===== config.mk =====
export PLATFORM = sky130hd
export DESIGN_NAME = speed_phase_seq
export DESIGN_NICKNAME = d
export VERILOG_FILES = /design/src/rtl/spd_seq_pkg.sv /design/src/rtl/spd_sync.sv /design/src/rtl/spd_evt_edge.sv /design/src/rtl/spd_deglitch.sv /design/src/rtl/spd_phase_fsm.sv /design/src/rtl/speed_phase_seq.sv
export SDC_FILE = /design/constraint.sdc
export NUM_CORES = 1
export LEC_CHECK = 0
export BUFFER_PORTS_ARGS = -buffer_cell sky130_fd_sc_hd__buf_4
export CAP_MARGIN = 20
export CORE_MARGIN = 5
export CORE_UTILIZATION = 40
export DETAILED_ROUTE_END_ITERATION = 7
export GPL_ROUTABILITY_DRIVEN = 0
export HOLD_SLACK_MARGIN = 0.12
export PLACE_DENSITY_LB_ADDON = 0.1
export SYNTH_ARGS = -nofsm -noshare
export SYNTH_HDL_FRONTEND = slang
export SYNTH_SLANG_ARGS = --single-unit
export TNS_END_PERCENT = 5

===== constraint.sdc =====
create_clock -name clk -period 3 [get_ports clk]
set_clock_uncertainty 0.2 [all_clocks]
set_input_delay 0.9 -clock clk [delete_from_list [all_inputs] [get_ports clk]]
set_output_delay 0.9 -clock clk [all_outputs]
set_load 0.005 [all_outputs]

===== src/rtl/spd_seq_pkg.sv =====
package spd_seq_pkg;

    typedef enum logic [2:0] {
        PH_IDLE  = 3'd0,
        PH_START = 3'd1,
        PH_SEEK1 = 3'd2,
        PH_WIN1  = 3'd3,
        PH_GAP   = 3'd4,
        PH_SEEK2 = 3'd5,
        PH_WIN2  = 3'd6
    } phase_t;

    // Conditioned inputs handed to the phase machine
    typedef struct packed {
        logic dbl;       // filtered speed, 1 = double
        logic hard_evt;  // one-clock reset event
        logic lid_evt;   // one-clock lid event
    } cue_t;

    function automatic logic in_window(phase_t p);
        return (p == PH_WIN1) || (p == PH_WIN2);
    endfunction

    function automatic logic is_waiting(phase_t p);
        return (p == PH_SEEK1) || (p == PH_WIN1) ||
               (p == PH_SEEK2) || (p == PH_WIN2);
    endfunction

endpackage


===== src/rtl/spd_sync.sv =====
module spd_sync #(
    parameter int W = 3,
    parameter logic [W-1:0] RST_VAL = '0
) (
    input  logic         clk,
    input  logic         rst,
    input  logic [W-1:0] d,
    output logic [W-1:0] q
);
    for (genvar i = 0; i < W; i++) begin : g_bit
        logic ff1, ff2;
        always_ff @(posedge clk) begin
            if (rst) begin
                ff1 <= RST_VAL[i];
                ff2 <= RST_VAL[i];
            end else begin
                ff1 <= d[i];
                ff2 <= ff1;
            end
        end
        assign q[i] = ff2;
    end
endmodule


===== src/rtl/spd_evt_edge.sv =====
module spd_evt_edge #(
    parameter int W = 2
) (
    input  logic         clk,
    input  logic         rst,
    input  logic [W-1:0] lvl,
    output logic [W-1:0] rise
);
    logic [W-1:0] prev;

    always_ff @(posedge clk) begin
        if (rst) prev <= '0;
        else     prev <= lvl;
    end

    assign rise = lvl & ~prev;


    evt_single_pulse_chk: assert property (@(posedge clk) disable iff (rst)
        (rise != '0) |=> ((rise & $past(rise)) == '0));
endmodule


===== src/rtl/spd_deglitch.sv =====
module spd_deglitch #(
    parameter int STABLE_CLKS = 4
) (
    input  logic clk,
    input  logic rst,
    input  logic raw_i,
    output logic filt_o
);
    localparam int CNTW = (STABLE_CLKS > 1) ? $clog2(STABLE_CLKS) : 1;
    localparam logic [CNTW-1:0] LAST = CNTW'(STABLE_CLKS - 1);

    logic [CNTW-1:0] run;

    always_ff @(posedge clk) begin
        if (rst) begin
            filt_o <= 1'b1;
            run    <= '0;
        end else if (raw_i == filt_o) begin
            run <= '0;
        end else if (run == LAST) begin
            filt_o <= raw_i;
            run    <= '0;
        end else begin
            run <= run + 1'b1;
        end
    end


    filt_follows_raw_chk: assert property (@(posedge clk) disable iff (rst)
        (filt_o != $past(filt_o)) |-> ($past(raw_i) == filt_o));
endmodule


===== src/rtl/spd_phase_fsm.sv =====
module spd_phase_fsm
    import spd_seq_pkg::*;
#(
    parameter int CW = 8
) (
    input  logic          clk,
    input  logic          rst,
    input  cue_t          cue,
    input  logic [CW-1:0] rst_delay,
    input  logic [CW-1:0] door_delay,
    input  logic [CW-1:0] gap_time,
    input  logic [CW-1:0] wait_limit,
    output phase_t        phase,
    output logic          inject
);
    phase_t        st, nxt;
    logic [CW-1:0] cnt, ncnt;
    logic          cnt_zero;

    assign cnt_zero = (cnt == '0);

    always_comb begin
        nxt  = st;
        ncnt = cnt;
        if (cue.hard_evt) begin
            nxt  = PH_START;
            ncnt = rst_delay;
        end else if (cue.lid_evt) begin
            nxt  = PH_START;
            ncnt = door_delay;
        end else begin
            unique case (st)
                PH_IDLE: ;
                PH_START, PH_GAP: begin
                    if (cnt_zero) begin
                        nxt  = (st == PH_START) ? PH_SEEK1 : PH_SEEK2;
                        ncnt = wait_limit;
                    end else begin
                        ncnt = cnt - 1'b1;
                    end
                end
                PH_SEEK1, PH_SEEK2: begin
                    if (!cue.dbl) begin
                        nxt  = (st == PH_SEEK1) ? PH_WIN1 : PH_WIN2;
                        ncnt = wait_limit;
                    end else if (cnt_zero) begin
                        nxt = PH_IDLE;
                    end else begin
                        ncnt = cnt - 1'b1;
                    end
                end
                PH_WIN1: begin
                    if (cue.dbl) begin
                        nxt  = PH_GAP;
                        ncnt = gap_time;
                    end else if (cnt_zero) begin
                        nxt = PH_IDLE;
                    end else begin
                        ncnt = cnt - 1'b1;
                    end
                end
                PH_WIN2: begin
                    if (cue.dbl || cnt_zero) nxt = PH_IDLE;
                    else                     ncnt = cnt - 1'b1;
                end
                default: nxt = PH_IDLE;
            endcase
        end
    end

    always_ff @(posedge clk) begin
        if (rst) begin
            st  <= PH_IDLE;
            cnt <= '0;
        end else begin
            st  <= nxt;
            cnt <= ncnt;
        end
    end

    assign phase  = st;
    assign inject = in_window(st);


    hard_evt_restart_chk: assert property (@(posedge clk) disable iff (rst)
        cue.hard_evt |=> (st == PH_START && cnt == $past(rst_delay)));


    inject_open_chk: assert property (@(posedge clk) disable iff (rst)
        $rose(inject) |-> ($past(st) == PH_SEEK1 || $past(st) == PH_SEEK2));


    timeout_idle_chk: assert property (@(posedge clk) disable iff (rst)
        (is_waiting(st) && cnt_zero && !cue.hard_evt && !cue.lid_evt &&
         (st == PH_SEEK1 || st == PH_SEEK2) && cue.dbl) |=> (st == PH_IDLE && !inject));


    idle_hold_chk: assert property (@(posedge clk) disable iff (rst)
        (st == PH_IDLE && !cue.hard_evt && !cue.lid_evt) |=> (st == PH_IDLE));


    gap_ignores_speed_chk: assert property (@(posedge clk) disable iff (rst)
        (st == PH_GAP && !cnt_zero && !cue.hard_evt && !cue.lid_evt) |=> (st == PH_GAP));
endmodule


===== src/rtl/speed_phase_seq.sv =====
module speed_phase_seq
    import spd_seq_pkg::*;
#(
    parameter int CW          = 8,
    parameter int STABLE_CLKS = 4
) (
    input  logic          clk,
    input  logic          rst,
    input  logic          speed_in,
    input  logic          reset_evt_in,
    input  logic          door_evt_in,
    input  logic [CW-1:0] rst_delay,
    input  logic [CW-1:0] door_delay,
    input  logic [CW-1:0] gap_time,
    input  logic [CW-1:0] wait_limit,
    output logic          inject_en,
    output logic [2:0]    phase_dbg
);
    logic [2:0] synced;
    logic [1:0] evt_rise;
    logic       dbl_filt;
    cue_t       cue;
    phase_t     phase;

    // bit 2 = speed (resets to double), bit 1 = reset event, bit 0 = lid event
    spd_sync #(.W(3), .RST_VAL(3'b100)) u_sync (
        .clk (clk),
        .rst (rst),
        .d   ({speed_in, reset_evt_in, door_evt_in}),
        .q   (synced)
    );

    spd_evt_edge #(.W(2)) u_edge (
        .clk  (clk),
        .rst  (rst),
        .lvl  (synced[1:0]),
        .rise (evt_rise)
    );

    spd_deglitch #(.STABLE_CLKS(STABLE_CLKS)) u_filt (
        .clk    (clk),
        .rst    (rst),
        .raw_i  (synced[2]),
        .filt_o (dbl_filt)
    );

    assign cue = '{dbl: dbl_filt, hard_evt: evt_rise[1], lid_evt: evt_rise[0]};

    spd_phase_fsm #(.CW(CW)) u_fsm (
        .clk        (clk),
        .rst        (rst),
        .cue        (cue),
        .rst_delay  (rst_delay),
        .door_delay (door_delay),
        .gap_time   (gap_time),
        .wait_limit (wait_limit),
        .phase      (phase),
        .inject     (inject_en)
    );

    assign phase_dbg = phase;
endmodule


* Word-level counts from Yosys, hierarchy flattened *
Index checks and enable logic that the tools add are counted.

word-level totals
  logic and storage cells = 63
  latch bits = 0
  memories kept = 0
  input port bits = 37
  register bits = 22
  bits in read-only memories = 0
  output and inout bits = 4
  memory bits (writable) = 0

operators by class
  order comparisons = 0
  shift-type cells = 0
  equal/unequal tests = 14
  div/mod/pow operators = 0
  multiplexer cells = 18
  reductions and logical operators = 13
  add/sub/neg operators = 2
  bitwise operators = 4
  multiply operators = 0

operators by type and width
  kind                                                                   count
  8-bit 2-to-1 mux                                                       7
  8-bit one-hot mux with 4 select lines                                  1
  3-bit 2-to-1 mux                                                       7
  3-bit one-hot mux with 5 select lines                                  1
  3-bit equality test, second input constant                             3
  8-bit logical NOT                                                      1
  4-bit by 3-bit != test with 1-bit output, second input constant        2
  8-bit by 1-bit subtractor with 8-bit output, second input constant     1
  3-bit by 2-bit equality test with 1-bit output, second input constant  2
  3-bit AND reduction                                                    2
  6-bit nonzero test                                                     1
  3-bit OR reduction                                                     2
  2-bit by 1-bit != test with 1-bit output, second input constant        2
  4-bit != test, second input constant                                   1
  2-bit AND reduction                                                    2
  2-bit OR reduction                                                     2
  3-bit by 1-bit equality test with 1-bit output, second input constant  1
  3-bit logical NOT                                                      1
  3-bit != test, second input constant                                   1
  2-bit by 1-bit adder with 2-bit output, second input constant          1
  2-bit bitwise AND                                                      1
  2-bit equality test, second input constant                             1
  1-bit logical OR                                                       2
  1-bit 2-to-1 mux                                                       2
  3 further kinds                                                        4

* Longest topological paths before layout *
Gate-level depths: netlist of the first run.

  depth after elaboration = 6
  mapped depth = 9
  depth with buffers taken out = 8

* Cells and area by module *
Synthesis of the first run repeated with hierarchy kept, for this count alone.

unflattened totals
  cell total of the unflattened synthesis = 230
  area total of the unflattened synthesis = 1,732.9 um^2

by module, submodules not included
  module         seq. area each (um^2)  instances  cells an instance  area each (um^2)
  spd_phase_fsm  220.2                  1          200                1,363.8
  spd_sync       120.1                  1          15                 180.2
  spd_deglitch   60.1                   1          9                  118.9
  spd_evt_edge   40.0                   1          6                  70.1

* Worst setup path after synthesis of the first run *
Ideal clock, no wire load.

  kind = flip-flop to output port
  start point = register u_fsm.st[1] (netlist: u_fsm.phase[1])
  end point = output port inject_en
  required time = 1,900 ps
  setup slack = 765 ps
  arrival = 1,135 ps
  path buffers = 3
  stages on the path, launching flop included = 5
  cells stage by stage = dfxtp_1 -> buf_4 -> buf_2 -> buf_2 -> a21boi_0

between the ends
  longest elaborated chain between the ends = 2

ends and longest elaborated chain
  item                                                                                   RTL line               text
  start: declaration                                                                     spd_phase_fsm.sv:16    phase_t st, nxt;
  start signal: assignment                                                               spd_phase_fsm.sv:76    st <= nxt;
  3-bit by 2-bit equality test with 1-bit output or 3-bit equality test (tied branches)  spd_seq_pkg.sv:21      return (p == PH_WIN1) || (p == PH_WIN2);
  1-bit logical OR (*)                                                                   spd_seq_pkg.sv:21
  end: declaration                                                                       speed_phase_seq.sv:16  output logic inject_en,

Every way passes the cells marked *; elsewhere a longest branch is shown, timed or not.

* Final worst setup path of the first run *
  start point = register u_fsm.cnt[0]
  end point = register u_fsm.cnt[4]

between the ends
  longest elaborated chain between the ends = 6

ends and longest elaborated chain
  item                                                                              RTL line                                  text
  start: declaration                                                                spd_phase_fsm.sv:17                       logic [CW-1:0] cnt, ncnt;
  start signal: assignment                                                          spd_phase_fsm.sv:77                       cnt <= ncnt;
  8-bit by 1-bit subtractor with 8-bit output or 8-bit logical NOT (tied branches)  --
  8-bit 2-to-1 mux                                                                  spd_phase_fsm.sv:46, spd_phase_fsm.sv:56
  8-bit 2-to-1 mux, on equally long branches                                        spd_phase_fsm.sv:53, spd_phase_fsm.sv:43
  8-bit one-hot mux with 4 select lines                                             spd_phase_fsm.sv:32                       unique case (st)
  8-bit 2-to-1 mux                                                                  spd_phase_fsm.sv:28                       end else if (cue.lid_evt) begin
  8-bit 2-to-1 mux                                                                  spd_phase_fsm.sv:25                       if (cue.hard_evt) begin

Several ways; a longest one is shown, not always the timed one. The select of a mux whose other input is x is not followed.
A chain may end at the register's enable or synchronous reset.

==> impl_metrics.py, run 1 <==
metrics = {
    "outcome": {
        "outcome": "finished, final reports clean",
    },
    "critical_path": {
        "worstPathMaxFanout": 16,
        "worstSetupEndpointType": "flip-flop",
        "path_cells": "inv_1 > ha_1 > nor3b_2 > nand3_2 > a31oi_1 > a21boi_0 > o31ai_1 > a211oi_1",
        "slowest_stage": "a31oi_1",
        "reg2reg_depth": 8,
        "max_stage_delay_ps": 410,
        "crit_type": "flip-flop to flip-flop",
        "cp_top_family": "compound AO/OA/AOI/OAI gates",
        "cp.depth": 8,
        "crit_required_ps": 2950,
        "path_buf_inv": 1,
        "startpoint_type": "flip-flop",
        "cp.arrival_ps": 2440,
    },
    "sta": {
        "maxSlewViolCount": 0,
        "fmax_ghz": 0.402,
        "fin_crit_ps": 2490,
        "rsz0062_at_grt": "false",
        "slew_headroom_pct": 60.4,
        "worst_pin_slew_ps": 593,
        "hold_viol_final": 0,
        "tns_ps": 0,
        "setup_viol": 0,
        "fin_crit_sh_pct": 82.9,
    },
    "synthesis": {
        "yosys.area.top_type": "dfxtp_1",
        "synth_top_cell_area_share_pct": 25.4,
        "seq_area_frac_synth_pct": 25.4,
        "synthAdderAreaFrac_pct": 2.82,
        "yosys-top-cells-area": "dfxtp_1 25%, a21oi_1 6.6%, nor2_1 5.8%",
        "syn-cell-area_sq_um": 1730,
        "synth.most_common_cell": "nor2_1",
        "yosys-top-cells-count": "27 x nor2_1, 23 x a21oi_1, 22 x dfxtp_1",
        "postSynthCellCount": 231,
        "synth-edff-count": 0,
        "synth_compound_area_share_pct": 33.1,
        "syn_avg_cell_area_sq_um": 7.50,
        "synth-simple-area-share_pct": 24.6,
        "synth_fp_nets": 271,
        "synth_top_family_by_area": "compound AO/OA/AOI/OAI gates",
        "synth_ff_type": "dfxtp_1",
        "synth-seq-cells": 22,
        "synth_async_sr_flop_share_pct": 0,
        "synth_cell_types": 59,
        "synthXorXnorAreaFrac_pct": 5.05,
        "synth_mux_area_share_pct": 2.31,
        "ys.warnings.count": 0,
    },
    "grt": {
        "grt_pass1_vias": 1601,
        "grt_use_total_pct": 17.7,
        "grt_max_degree": 22,
        "grt_overflow_total": 0,
        "antenna_found_initial": 0,
        "grt_pass1_wl_mm": 7.76,
    },
    "final_layout": {
        "drive_above_1_share_pct": 22.9,
        "nNetsFinal": 307,
        "fill_cells": 462,
        "antennaDiodeCount": 0,
        "area_growth_syn_to_layout_pct": 21.9,
    },
    "floorplanning": {
        "die-width_um": 75.8,
        "std_cell_rows": 24,
        "start_util_pct": 40.6,
        "die_h_um": 75.8,
        "core_sq_um": 4260,
        "dieArea_sq_um": 5750,
        "ios": 41,
    },
    "cts": {
        "ctsHoldBuffers": 0,
        "clockBufferDepth": 2,
        "cts-root-buf": "clkbuf_8",
        "cts_tree": "done",
        "cts_made_buffers": 3,
        "worstSkewPairLatency_ps": 270,
        "cts_resized": 0,
        "cts_setup_buffers": 0,
        "cts_max_level": 1,
        "clk_pin_slew_worst_paths_ps": 90,
        "clock-sinks": 22,
    },
    "route": {
        "first_pass_iters": 5,
        "drt_iter0_drc": 128,
        "wl_per_cell_um": 15.9,
        "ant_nets": 0,
        "viasPerCell": 5.73,
        "vias": 1821,
        "drcViolationCount": 0,
        "finalWirelength_mm": 5.04,
    },
    "placed_design": {
        "io_buffers": 40,
        "hpwl_mm": 3.90,
    },
    "power": {
        "power_w": 0.00173,
        "vdd_drop_max_v": 0.000285,
        "p_leak_nw": 0.872,
        "p_per_area_nw_per_um2": 820,
    },
    "job": {
        "maxCapViolations": 0,
    },
    "min_path": {
        "hold_path_class": "flip-flop to flip-flop",
        "whs_path_depth": 1,
    },
}
-- cells by family (layout without fill, tap and decap cells) --
kind of cell	count (synthesis)	in the layout
mux	4	4
xor+xnor	10	10
fa+ha+maj	4	4
flops	22	22
buf+inv	24	59
compound gates	84	84
simple gates	83	83
-- state kept, by name, summed over array words and instances (netlist names) --
name              flops
u_fsm.cnt             8
u_fsm.phase           3
u_sync.g_bit.ff1      3
u_sync.g_bit.ff2      3
u_edge.prev           2
u_filt.run            2
u_filt.filt_o         1
-- path summary, 6_finish.rpt --
check,from,to,slack (ps)
worst max-delay path,u_fsm.cnt[0],u_fsm.cnt[4],510
worst min-delay path,u_sync.g_bit[2].ff1,u_sync.g_bit[2].ff2,220
worst max register to register,u_fsm.cnt[0],u_fsm.cnt[4],510
worst min register to register,u_sync.g_bit[2].ff1,u_sync.g_bit[2].ff2,220
-- per-stage QoR --
step                      hold slack [ps]  util (%)  cell area, sq um  instances  setup slack, ps
final                                 223      49.6              2110        318              513
after global routing                  236      49.6              2110        318              281
after CTS                             228      49.6              2110        318              545
after detailed placement              209      48.3              2060        314              559
after global placement                213      48.3              2060        314              672
after floorplan                       189         -              1730        231              765
-- cells in the final DEF (no fill, tap or decap), types with 2 or more instances in the layout --
master | Yosys | layout
and2_1 | 2 | 2
o21ai_0 | 13 | 13
a21boi_0 | 4 | 4
a31oi_1 | 5 | 5
nand2b_1 | 3 | 3
clkbuf_8 | 0 | 4
xnor2_1 | 6 | 6
a211oi_1 | 4 | 4
mux2i_1 | 4 | 4
o211ai_1 | 4 | 4
a222oi_1 | 3 | 3
buf_4 | 2 | 45
or2_2 | 2 | 2
o32ai_1 | 3 | 3
nand2_1 | 21 | 21
o22ai_1 | 4 | 4
xor2_1 | 4 | 4
ha_1 | 3 | 3
nor3_1 | 4 | 4
nor2_1 | 27 | 27
dfxtp_1 | 22 | 22
a21oi_1 | 23 | 23
nor2b_1 | 8 | 8
nor3b_2 | 2 | 2
a221oi_1 | 2 | 2
and3_1 | 3 | 3
o221ai_1 | 3 | 3
inv_1 | 9 | 9
-- per-layer routing --
layer	track usage, %	routed length [um]
met5	0	0
met4	6.80	100
met3	2.64	341
met2	28.4	2360
met1	23.8	2240
-- area by class of cell --
cell class	instances	area (sq um)	share of cell area, %
multi-input combinational	185	1180	55.7
sequential	22	440	20.8
timing repair buffer	45	338	16.0
tap	52	65.1	3.08
clock buffer	4	55.1	2.61
inverter	10	37.5	1.78
-- power by group --
part	switching, W	total (W)	internal (W)
combinational	0.000599	0.00107	0.000467
clock	0.000108	0.000225	0.000117
sequential	0.0000868	0.000442	0.000356
total	0.000794	0.00173	0.000940
(Power assumes the default switching activity.)
==> run 2, diff against run 1 <==
==> constraint.sdc (replaced) <==
create_clock -name clk -period 2.1 [get_ports clk]
set_clock_uncertainty 0.2 [all_clocks]
set_input_delay 0.63 -clock clk [delete_from_list [all_inputs] [get_ports clk]]
set_output_delay 0.63 -clock clk [all_outputs]
set_load 0.005 [all_outputs]
==> run 2 against run 1 <==
Net effect:
- non-clock buffer count rose by 33
- routed wire length rose by 9.3%
- flip-flop and latch count did not move
- setup slack got worse by 500 ps
- sequential share of layout area fell by 2.8 points
- die area did not move
- final area rose by 17%
- count of clock-buffer cells in the layout fell by 1
- fmax rose by 19%
- critical path type unchanged
- largest cell class unchanged
- highest routed layer unchanged
==> impl_metrics.py, run 2 (synthesis gave the netlist of run 1 again) <==
metrics = {
    "outcome": {
        "outcome": "finished, final reports clean",
    },
    "cts": {
        "cts_tree": "done",
        "ctsHoldBuffers": 0,
        "cts_made_buffers": 3,
        "cts-root-buf": "clkbuf_8",
        "worstSkewPairLatency_ps": 270,
        "clockBufferDepth": 2,
        "cts_max_level": 1,
        "clock-sinks": 22,
        "clk_pin_slew_worst_paths_ps": 90,
    },
    "final_layout": {
        "antennaDiodeCount": 0,
        "finalInstanceArea_sq_um": 2480,
        "layout_common_cells": "76 x buf_4, 26 x nor2_1, 21 x a21oi_1",
        "drive_above_1_share_pct": 38.5,
        "fin_util_pct": 58.2,
        "nNetsFinal": 340,
        "layout.cells.non_filler": 351,
        "top_register": "u_fsm.cnt",
        "largest_reg_flops": 8,
        "area_growth_syn_to_layout_pct": 43.2,
        "layout_commonest_cell": "buf_4",
    },
    "route": {
        "vias": 1943,
        "first_pass_iters": 4,
        "viasPerCell": 5.54,
        "wl_per_cell_um": 15.7,
        "drcViolationCount": 0,
        "finalWirelength_mm": 5.51,
        "ant_nets": 0,
        "drt_iter0_drc": 175,
    },
    "floorplanning": {
        "die-width_um": 75.8,
        "core_sq_um": 4260,
        "std_cell_rows": 24,
        "start_util_pct": 40.6,
        "dieArea_sq_um": 5750,
        "die_h_um": 75.8,
        "ios": 41,
    },
    "sta": {
        "worst_pin_slew_ps": 490,
        "setup_viol": 0,
        "fmax_ghz": 0.479,
        "slew_headroom_pct": 67.2,
        "hold_ws_ps": 215,
        "rsz0062_at_grt": "true",
        "maxSlewViolCount": 0,
        "fin_crit_sh_pct": 99.5,
        "hold_viol_final": 0,
        "fin_crit_ps": 2090,
        "fin_ws_ps": 11.4,
    },
    "power": {
        "power_frac_seq_pct": 20.4,
        "vdd_drop_max_v": 0.000605,
        "pwr-share-comb_pct": 66.3,
        "p_sw_share_pct": 42.4,
        "clkPwrFrac_pct": 13.3,
        "p_per_area_nw_per_um2": 1240,
        "netSwitchingPower_w": 0.00130,
        "internal-power_w": 0.00177,
        "p_leak_nw": 1.06,
    },
    "grt": {
        "grt_max_degree": 22,
        "grt_use_total_pct": 20.8,
        "antenna_found_initial": 0,
        "grt_overflow_total": 0,
        "grt_pass1_vias": 1823,
        "grt_pass1_wl_mm": 8.91,
    },
    "placed_design": {
        "dp_cells": 345,
        "dp_slack_ps": -107,
        "io_buffers": 40,
        "place_area_sq_um": 2290,
        "hpwl_mm": 4.25,
    },
    "critical_path": {
        "crit_required_ps": 2050,
        "worstPathMaxFanout": 6,
        "startpoint_type": "flip-flop",
        "worstSetupEndpointType": "flip-flop",
        "cp.arrival_ps": 2040,
        "crit_type": "flip-flop to flip-flop",
    },
    "job": {
        "maxCapViolations": 0,
    },
    "min_path": {
        "hold_path_class": "flip-flop to flip-flop",
    },
}
-- run 2: cell types whose count changed in the layout (fill, tap and decap cells not counted), sizes merged --
cell    delta
bufinv     +1
buf       +33
clkbuf     -1
-- run 2: layout make-up --
cell class	instances	area, sq um
Multi-Input combinational cell	185	1260
Clock buffer	3	41.3
Inverter	10	40.0
Timing Repair Buffer	78	593
Sequential cell	22	448
Clock inverter	1	30.0
Fill cell	399	1780
Tap cell	52	65.1
-- run 2: power by group through the flow --
stage	Sequential, W	Clock, W	Combinational (W)
after floorplan	0.000607	0	0.00121
after global placement	0.000613	0	0.00179
after detailed placement	0.000614	0	0.00178
after CTS	0.000610	0.000422	0.00187
after global routing	0.000643	0.000442	0.00225
final	0.000626	0.000407	0.00203
-- run 2: worst paths after layout --
path | start | endpoint | slack [ps] | cells past startpoint
max | u_fsm.cnt[1] | u_fsm.cnt[4] | 10 | 9
min | u_sync.g_bit[2].ff1 | u_sync.g_bit[2].ff2 | 210 | 1
max reg2reg | u_fsm.cnt[1] | u_fsm.cnt[4] | 10 | 9
min reg2reg | u_sync.g_bit[2].ff1 | u_sync.g_bit[2].ff2 | 210 | 1
-- run 2: critical path: stages (launching register included) --
cell and delay (ps):
dfxtp_2 330, inv_2 70, ha_4 130, nor3b_4 270, nand3_4 180, buf_6 190
o211ai_1 80, a21boi_1 80, o31ai_1 310, a211oi_1 110
-- run 2: metrics by stage --
step	setup TNS, ps	power [W]
floorplan	0	0.00182
global placement	-4.65	0.00240
detailed placement	-277	0.00240
CTS	0	0.00290
global route	-326	0.00333
finish	0	0.00307
-- run 2: what timing repair did --
action,CTS,global route
setup buffers,0,2
setup endpoints to repair,7,12
pin swaps,1,5
resized for setup,10,24
-- run 2: metal layers --
metal	GRT usage, %	vias to the layer above	routed length, um
li1	-	990	-
met1	28.6	875	2460
met2	33.2	70	2580
met3	3.69	8	395
met4	5.83	0	80
met5	0	-	0
